<file path="config.mk">
export PLATFORM = sky130hd
export DESIGN_NAME = comba_mult
export DESIGN_NICKNAME = d
export VERILOG_FILES = /design/src/rtl/comba_pkg.sv /design/src/rtl/comba_lane.sv /design/src/rtl/comba_colsum.sv /design/src/rtl/comba_ctrl.sv /design/src/rtl/comba_mult.sv
export SDC_FILE = /design/constraint.sdc
export NUM_CORES = 2
export LEC_CHECK = 0
export ABC_AREA = 1
export BUFFER_PORTS_ARGS = -buffer_cell sky130_fd_sc_hd__buf_2
export CAP_MARGIN = 20
export CORE_MARGIN = 2
export CORE_UTILIZATION = 55
export DETAILED_ROUTE_END_ITERATION = 8
export GPL_ROUTABILITY_DRIVEN = 1
export GPL_TIMING_DRIVEN = 1
export PLACE_DENSITY = 0.75
export SYNTH_ARGS = -nofsm -noshare
export SYNTH_HDL_FRONTEND = slang
export SYNTH_SLANG_ARGS = --single-unit
</file>
<file path="constraint.sdc">
create_clock -name clk_i -period 10.85 [get_ports clk_i]
set_input_delay 1.6275 -clock clk_i [delete_from_list [all_inputs] [get_ports clk_i]]
set_output_delay 1.6275 -clock clk_i [all_outputs]
set_load 0.02 [all_outputs]
</file>
<file path="src/rtl/comba_pkg.sv">
package comba_pkg;
  localparam int unsigned WORD_W_DEF = 16;

  function automatic int unsigned guard_bits(input int unsigned words);
    return (words > 1) ? $clog2(words) : 0;
  endfunction
endpackage

</file>
<file path="src/rtl/comba_lane.sv">
module comba_lane #(
  parameter int unsigned WORD_W = 16
) (
  input  logic [WORD_W-1:0]   a_i,
  input  logic [WORD_W-1:0]   b_i,
  output logic [2*WORD_W-1:0] p_o
);
  assign p_o = a_i * b_i;
endmodule

</file>
<file path="src/rtl/comba_colsum.sv">
module comba_colsum #(
  parameter int unsigned WORD_W = 16,
  parameter int unsigned NW     = 4,
  parameter int unsigned COL_W  = 2*WORD_W + comba_pkg::guard_bits(NW)
) (
  input  logic [NW-1:0][2*WORD_W-1:0] p_i,
  output logic [COL_W-1:0]            sum_o
);
  logic [COL_W:0] wide;

  always_comb begin
    wide = '0;
    for (int j = 0; j < NW; j++) wide = wide + (COL_W+1)'(p_i[j]);
  end

  assign sum_o = wide[COL_W-1:0];

  // guard bits suffice for the worst column
  always_comb begin
    p_no_overflow_r7: assert (wide[COL_W] == 1'b0);
  end
endmodule

</file>
<file path="src/rtl/comba_ctrl.sv">
module comba_ctrl #(
  parameter int unsigned NW = 4,
  localparam int unsigned LAST = 2*NW + 2,
  localparam int unsigned CNT_W = $clog2(LAST + 1) + 1
) (
  input  logic             clk_i,
  input  logic             rst_ni,
  input  logic             start_i,
  output logic             busy_o,
  output logic             load_o,
  output logic             shift_o,
  output logic [CNT_W-1:0] shift_idx_o,
  output logic             finish_o
);
  logic             busy_q;
  logic [CNT_W-1:0] cnt_q;

  always_ff @(posedge clk_i or negedge rst_ni) begin
    if (!rst_ni) begin
      busy_q <= 1'b0;
      cnt_q  <= '0;
    end else if (!busy_q && start_i) begin
      busy_q <= 1'b1;
      cnt_q  <= CNT_W'(1);
    end else if (busy_q) begin
      if (cnt_q == CNT_W'(LAST)) begin
        busy_q <= 1'b0;
        cnt_q  <= '0;
      end else begin
        cnt_q <= cnt_q + 1'b1;
      end
    end
  end

  assign busy_o      = busy_q;
  assign load_o      = !busy_q && start_i;
  assign shift_o     = busy_q && (cnt_q >= CNT_W'(1)) && (cnt_q <= CNT_W'(2*NW-1));
  assign shift_idx_o = cnt_q - 1'b1;
  assign finish_o    = busy_q && (cnt_q == CNT_W'(LAST));

  // a busy sequencer never jumps back to step 1
  p_busy_advance_r5: assert property (@(posedge clk_i) disable iff (!rst_ni)
    busy_q && (cnt_q != CNT_W'(LAST)) |=> busy_q && (cnt_q == $past(cnt_q) + 1'b1));
endmodule

</file>
<file path="src/rtl/comba_mult.sv">
module comba_mult #(
  parameter int unsigned WORD_W = comba_pkg::WORD_W_DEF,
  parameter int unsigned OP_W   = 64
) (
  input  logic              clk_i,
  input  logic              rst_ni,
  input  logic              start_i,
  input  logic [OP_W-1:0]   a_i,
  input  logic [OP_W-1:0]   b_i,
  output logic [2*OP_W-1:0] prod_o,
  output logic              done_o
);
  localparam int unsigned NW     = OP_W / WORD_W;
  localparam int unsigned PROD_W = 2 * OP_W;
  localparam int unsigned COL_W  = 2*WORD_W + comba_pkg::guard_bits(NW);
  localparam int unsigned LAST   = 2*NW + 2;
  localparam int unsigned CNT_W  = $clog2(LAST + 1) + 1;

  logic             busy, load, shift, finish;
  logic [CNT_W-1:0] shift_idx;

  comba_ctrl #(.NW(NW)) u_ctrl (
    .clk_i       (clk_i),
    .rst_ni      (rst_ni),
    .start_i     (start_i),
    .busy_o      (busy),
    .load_o      (load),
    .shift_o     (shift),
    .shift_idx_o (shift_idx),
    .finish_o    (finish)
  );

  // A words fixed per lane; B drains down from b_hold, travels up in b_trv
  logic [NW-1:0][WORD_W-1:0] a_q, b_hold, b_trv;

  always_ff @(posedge clk_i or negedge rst_ni) begin
    if (!rst_ni) begin
      a_q    <= '0;
      b_hold <= '0;
      b_trv  <= '0;
    end else if (load) begin
      a_q    <= a_i;
      b_hold <= b_i;
      b_trv  <= '0;
    end else if (shift) begin
      b_trv[0]         <= b_hold[0];
      b_hold[NW-1]     <= '0;
      for (int j = 1; j < NW; j++) begin
        b_trv[j]    <= b_trv[j-1];
        b_hold[j-1] <= b_hold[j];
      end
    end
  end

  logic [NW-1:0][2*WORD_W-1:0] lane_p;

  for (genvar g = 0; g < NW; g++) begin : g_lane
    comba_lane #(.WORD_W(WORD_W)) u_lane (
      .a_i (a_q[g]),
      .b_i (b_trv[g]),
      .p_o (lane_p[g])
    );
  end

  logic [COL_W-1:0] col_sum;

  comba_colsum #(.WORD_W(WORD_W), .NW(NW), .COL_W(COL_W)) u_colsum (
    .p_i   (lane_p),
    .sum_o (col_sum)
  );

  logic             sh_vld, col_vld;
  logic [CNT_W-1:0] sh_idx, col_idx;
  logic [COL_W-1:0] col_q;
  logic [PROD_W-1:0] acc_q;

  always_ff @(posedge clk_i or negedge rst_ni) begin
    if (!rst_ni) begin
      sh_vld  <= 1'b0;
      sh_idx  <= '0;
      col_vld <= 1'b0;
      col_idx <= '0;
      col_q   <= '0;
    end else begin
      sh_vld  <= shift && !load;
      sh_idx  <= shift_idx;
      col_vld <= sh_vld && !load;
      col_idx <= sh_idx;
      col_q   <= col_sum;
    end
  end

  always_ff @(posedge clk_i or negedge rst_ni) begin
    if (!rst_ni) begin
      acc_q <= '0;
    end else if (load) begin
      acc_q <= '0;
    end else if (col_vld) begin
      acc_q <= acc_q + (PROD_W'(col_q) << (WORD_W * col_idx));
    end
  end

  always_ff @(posedge clk_i or negedge rst_ni) begin
    if (!rst_ni) begin
      prod_o <= '0;
      done_o <= 1'b0;
    end else begin
      done_o <= finish;
      if (finish) prod_o <= acc_q;
    end
  end

  // latency checker
  logic [CNT_W-1:0] lat_q;
  always_ff @(posedge clk_i or negedge rst_ni) begin
    if (!rst_ni)    lat_q <= '0;
    else if (load)  lat_q <= '0;
    else if (busy)  lat_q <= lat_q + 1'b1;
  end

  p_latency_r2: assert property (@(posedge clk_i) disable iff (!rst_ni)
    done_o |-> (lat_q == CNT_W'(LAST)));

  p_done_pulse_r3: assert property (@(posedge clk_i) disable iff (!rst_ni)
    done_o |=> !done_o);

  p_prod_hold_r4: assert property (@(posedge clk_i) disable iff (!rst_ni)
    !done_o |-> $stable(prod_o));

  p_start_ignored_r5: assert property (@(posedge clk_i) disable iff (!rst_ni)
    busy && start_i |=> (a_q == $past(a_q)));

  p_col_in_window_r1: assert property (@(posedge clk_i) disable iff (!rst_ni)
    col_vld |-> (col_idx <= CNT_W'(2*NW-2)));

  initial begin
    p_width_multiple_r10: assert (OP_W % WORD_W == 0 && NW >= 1);
  end
endmodule

</file>
==> Yosys cells after proc, flatten, opt, wreduce, memory -nomap -nowiden <==
Cells that the tools add are included.
Widths: inputs -> output; s select.
{ "word_totals": {"output_inout_bits": 129, "wordCells": 59, "ff_bits": 501, "inputBits": 131} }
{ "op_classes": {"add_sub_neg": 6, "muxes": 12, "reduce_logical": 11, "n_eq_ne": 1, "mul": 4, "n_lt_le_gt_ge": 2, "shifts": 1} }
{ "ops": {"columns": ["op", "count"], "rows": [
  ["$mux 128", 2],
  ["$mux 64", 4],
  ["$add 128x128->128", 1],
  ["$mul 16x16->32", 4],
  ["$shl 34x9->128", 1],
  ["$add 34x32->34", 2],
  ["$add 32x32->33", 1],
  ["$mux 5", 3],
  ["$logic_and 1x1->1", 6],
  ["$reduce_bool 2->1", 3],
  ["$add 5x1->5 const B", 1],
  ["$eq 5x4->1 const B", 1],
  ["$ge 5x1->1 const B", 1],
  ["$le 5x3->1 const B", 1],
  ["$sub 5x1->5 const B", 1],
  ["$mux 1", 3],
  ["$logic_not 1->1", 2]
]} }

==> Depth between registers and ports, before layout <==
{ "depth": {"ltp_word": 5, "ltp_mapped": 50, "ltp_nobuf": 48} }

==> Cells and area by module <==
A second synthesis with hierarchy kept.
{ "unflattened": {"cells_unflattened": 11377, "hier_area_um2": 76204.3} }
{ "by_module_without_submodules": {"columns": ["module", "area_each_um2", "n_inst", "cells_per_inst"], "rows": [
  ["comba_mult", 33395.8, 1, 5081],
  ["comba_lane (g_lane[0].u_lane ...)", 9511.6, 2, 1375],
  ["comba_lane (g_lane[2].u_lane)", 9481.6, 1, 1376],
  ["comba_lane (g_lane[3].u_lane)", 9461.6, 1, 1369],
  ["comba_colsum", 4365.4, 1, 738],
  ["comba_ctrl", 476.7, 1, 63]
]} }

==> Worst setup path before layout <==
Ideal clock, no wire load.
{ "synth_path": {"path_kind": "register to register", "from": "register a_q[11] (netlist name)", "to": "register col_q[30]", "setup_slack_ps": -615, "path_buffers": 2, "t_arrival_ps": 11336, "setup_ps": 129, "synth_period_minus_slack_ps": 11465, "path_stages_with_launch": 45, "path_cell_list": "dfrtp_1 buf_1 clkbuf_1 nand2_1 fa_1 inv_1 fa_1 inv_1 fa_1 fa_1 inv_1 fa_1 fa_1 fa_1 fa_1 ha_1 nand2_1 nor2_1 [... 9 more ...] fa_1 inv_1 fa_1 fa_1 inv_1 fa_1 inv_1 fa_1 inv_1 ha_1 nand2_1 inv_1 nand2_1 nor3_1 nand4_1 nand3_1 a31oi_1 xor2_1"} }
{ "synth_via": {"elab_chain_len": 4} }
{ "synth_lines": {"columns": ["item", "line", "source"], "rows": [
  ["start: declaration", "comba_mult.sv:34", "logic [NW-1:0][WORD_W-1:0] a_q, b_hold, b_trv;"],
  ["start signal: assignment", "comba_mult.sv:42", "a_q <= a_i;"],
  ["$mul 16x16->32", "comba_lane.sv:8", "assign p_o = a_i * b_i;"],
  ["$add 32x32->33", "comba_colsum.sv:13", "for (int j = 0; j < NW; j++) wide = wide + (COL_W+1)'(p_i[j]);"],
  ["$add 34x32->34 (2 in a row)", "comba_colsum.sv:13", null],
  ["named net col_sum[30]", "comba_mult.sv:65", "logic [COL_W-1:0] col_sum;"],
  ["end signal: assignment", "comba_mult.sv:89", "col_q <= col_sum;"],
  ["end: declaration", "comba_mult.sv:74", "logic [COL_W-1:0] col_q;"]
]} }
The timed path passes the listed nets, and every way through them passes these cells.
A chain may end at the register's enable or synchronous reset.

==> Worst setup path in the final report <==
{ "layout_path": {"from": "register a_q[8] (netlist name)", "to": "register col_q[29]"} }
The elaborated chain is that of the path after synthesis.

==> qor.tcl <==
set qor(report.final.setup_viol) 23
set qor(synth_simple_gate_area_share_pct) 23.6
set qor(layout_common_cells) {nand2_1 (3142), inv_1 (2506), fa_1 (900)}
set qor(groute.layer.met2.usage_pct) 65.6
set qor(synth-xor-area-share_pct) 1.01
set qor(tritoncts) {yes}
set qor(worstSetupEndpointType) {register}
set qor(postSynthRegisterBits) 501
set qor(place.gp.congestion) 1.04
set qor(worstHoldPathType) {reg -> reg}
set qor(netlist_instances) 9814
set qor(cts_root_buffer) {clkbuf_16}
set qor(tritoncts_num_sinks) 501
set qor(count_of_cell_instances_traversed_by_the_critical_path) 43
set qor(worst-path-max-fanout) 7
set qor(start_kind) {register}
set qor(antenna_found_initial) 2
set qor(final_max_slew_viol_count) 0
set qor(critical_path_arrival_ns) 12.18
set qor(dpl.cell_count) 11714
set qor(antenna_cells) 0
set qor(mappedNetlistNets) 11403
set qor(clock_skew_ns) 0.0660
set qor(timing.critical_path.required_ns) 11.47
set qor(clock_path_buffers) 3
set qor(via_count) 62551
set qor(timing_worst_slew_pin_value_ns) 1.13
set qor(synthesis_to_finish_area_growth_pct) 12.2
set qor(drt_first_pass_iters) 8
set qor(synth-async-reset-ratio_pct) 100
set qor(io-pin-count) 260
set qor(reg2reg_setup_slack_ns) -0.71
set qor(place.detailed.hpwl_um) 213000
set qor(global_route.overflow_total) 0
set qor(final_cell_area_mm2) 0.0794
set qor(placement.io_buffers) 259
set qor(grt_busiest_layer) {met2}
set qor(cpMostUsedCell) {fa_1}
set qor(run_status) {complete, but fails checks}
set qor(violations) {setup timing}
set qor(rows) 131
set qor(coreArea_mm2) 0.128
set qor(total_wirelength_um) 254000
set qor(layout-drive-gt1-share_pct) 13.4
set qor(die_boundary_width_um) 363
set qor(netlist-cell-type-count) 54
set qor(post_synth_mux_area_share_pct) 2.02
set qor(h-tree-depth) 2
set qor(cts_inserted_buffers) 60
set qor(drt-wirelength-per-cell_um) 21.4
set qor(insertion_delay_ns) 0.74
set qor(critical_path.slowest_cell) {fa_2}
set qor(worst_path_dominant_cell_family) {adder cells}
set qor(synth_top_family_by_area) {adder cells}
set qor(total_standard_cell_area_after_synthesis_mm2) 0.0708
set qor(grt_use_met1_pct) 47.3
set qor(placement.setup.worst_slack_ns) -0.801
set qor(drc) 0
set qor(finish.net_count) 11755
set qor(rsz0062_at_grt) {yes}
set qor(total_of_warnings_raised_by_yosys) 0
set qor(starting_density_of_the_core_pct) 55.4
set qor(ant_nets) 0
set qor(post_synth_fa_ha_maj_area_fraction_pct) 35.6
set qor(synthFlopType) {dfrtp_1}
set qor(first_global_vias) 63974
set qor(slew-limit-headroom_pct) 24.9
set qor(mostFrequentLayoutCell) {nand2_1}
set qor(syn-mean-instance-area_um2) 7.21
set qor(final_cells) 11878
set qor(max_cap_violations) 0
set qor(synth-edff-count) 0
set qor(max_clock_freq_ghz) 0.0865
set qor(die_footprint_mm2) 0.132
set qor(gr-usage-met3_pct) 4.25
set qor(final_cycle_utilization_of_the_critical_path_pct) 107
set qor(r2r.worst_path.cells) 43
set qor(grt_first_pass_wirelength_um) 383000
set qor(die-height_um) 363
set qor(synthesized_area_fraction_occupied_by_ao_oa_aoi_and_oai_cells_pct) 4.03
set qor(drt-vias-per-instance) 5.27
set qor(synth-seq-area-share_pct) 17.7
set qor(worst_hold_path.num_cells) 0
set qor(cp_slowest_stage_delay_ns) 0.65
set qor(track_usage_pct) 39.1
set qor(final-hold-violation-count) 0
set qor(path_clk_slew_ns) 0.07
set qor(worst_slack_ns) -0.707
set qor(dpl-instance-area_mm2) 0.0759
set qor(maximum_number_of_pins_on_one_net_before_global_route_repair) 161
set qor(worst_hold_slack_ns) 0.344
set qor(min_period_ns) 11.56
set qor(drt_iter0_markers) 5254
set qor(path_buf_inv) 12
set qor(crit_path_category) {reg -> reg}
==> sequential cells by signal, indices dropped and copies added, names as in the netlist, 5 cells and up <==
signal / cells
u_ctrl.cnt_q: 5
a_q: 64
b_trv: 64
b_hold: 64
col_q: 34
sh_idx: 5
prod_o: 128
col_idx: 5
acc_q: 128
==> final timing paths <==
kind	from	to
min in group asynchronous	rst_ni	acc_q[26]
max in group asynchronous	rst_ni	a_q[36]
worst min register to register	sh_idx[1]	col_idx[1]
worst max-delay path	a_q[8]	col_q[29]
worst max register to register	a_q[8]	col_q[29]
worst min-delay path	sh_idx[1]	col_idx[1]
==> metrics by stage <==
stage | utilization, % | setup TNS [ns]
finish | 62.2 | -11.33
detailed placement | 59.4 | -15.39
global placement | 59.4 | -12.79
CTS | 61.7 | -10.39
floorplan | - | -0.920
global route | 62.2 | -18.44
==> final cells by class <==
cell class / instances / area (um2)
Tap cell: 1662 / 2080
Clock buffer: 74 / 1610
Multi-Input combinational cell: 6327 / 48200
Clock inverter: 38 / 470
Fill cell: 11626 / 48300
Sequential cell: 501 / 12600
Timing Repair Buffer: 680 / 4720
Inverter: 2596 / 9760
==> synth_stat cells (11+ instances only) <==
library cell  instances  area share (%)
a21oi_1             177             1.3
buf_1                16           0.085
buf_2                32            0.23
clkbuf_1            338             1.8
dfrtp_1             501              18
fa_1                930              26
ha_1                528             9.3
inv_1              2557              14
inv_2                37            0.20
mux2_2              127             2.0
nand2_1            3188              17
nand2_2              41            0.36
nand3_1             287             2.0
nand4_1              40            0.35
nor2_1              435             2.3
nor2_2               63            0.56
nor2_4               11            0.18
nor3_1               43            0.30
o211ai_1             30            0.32
o21ai_0             159             1.1
o221ai_1             22            0.27
o22ai_1              49            0.43
o31ai_1              14            0.15
or2_2                15            0.13
xnor2_1              37            0.46
xor2_1               45            0.56
==> kinds of logic (layout without fill, tap and decap cells) <==
logic type                 Yosys count  after routing
AOI/OAI and AO/OA                  498            498
xor gates and xnor gates            82             82
adders and majority gates         1458           1458
buffers and inverters             2986           3388
DFF                                501            501
muxes                              127            127
and+or+nand+nor                   4162           4162
==> timing repair <==
action                     in CTS  in global routing
resized for setup             150                136
buffers inserted               36                 20
setup endpoints to repair      25                 26
hold buffers                    0                  0
pin swaps                      87                 85
==> layer usage <==
metal  up-vias  part of all wire, %
met5         -                    0
met4         0                  8.5
met3       618                  6.3
met2      2528                   48
met1     30243                   38
li1      29162                    -
Power is not shown: default switching activity piles up to over one toggle a cycle in this logic, so the estimate is an artifact.
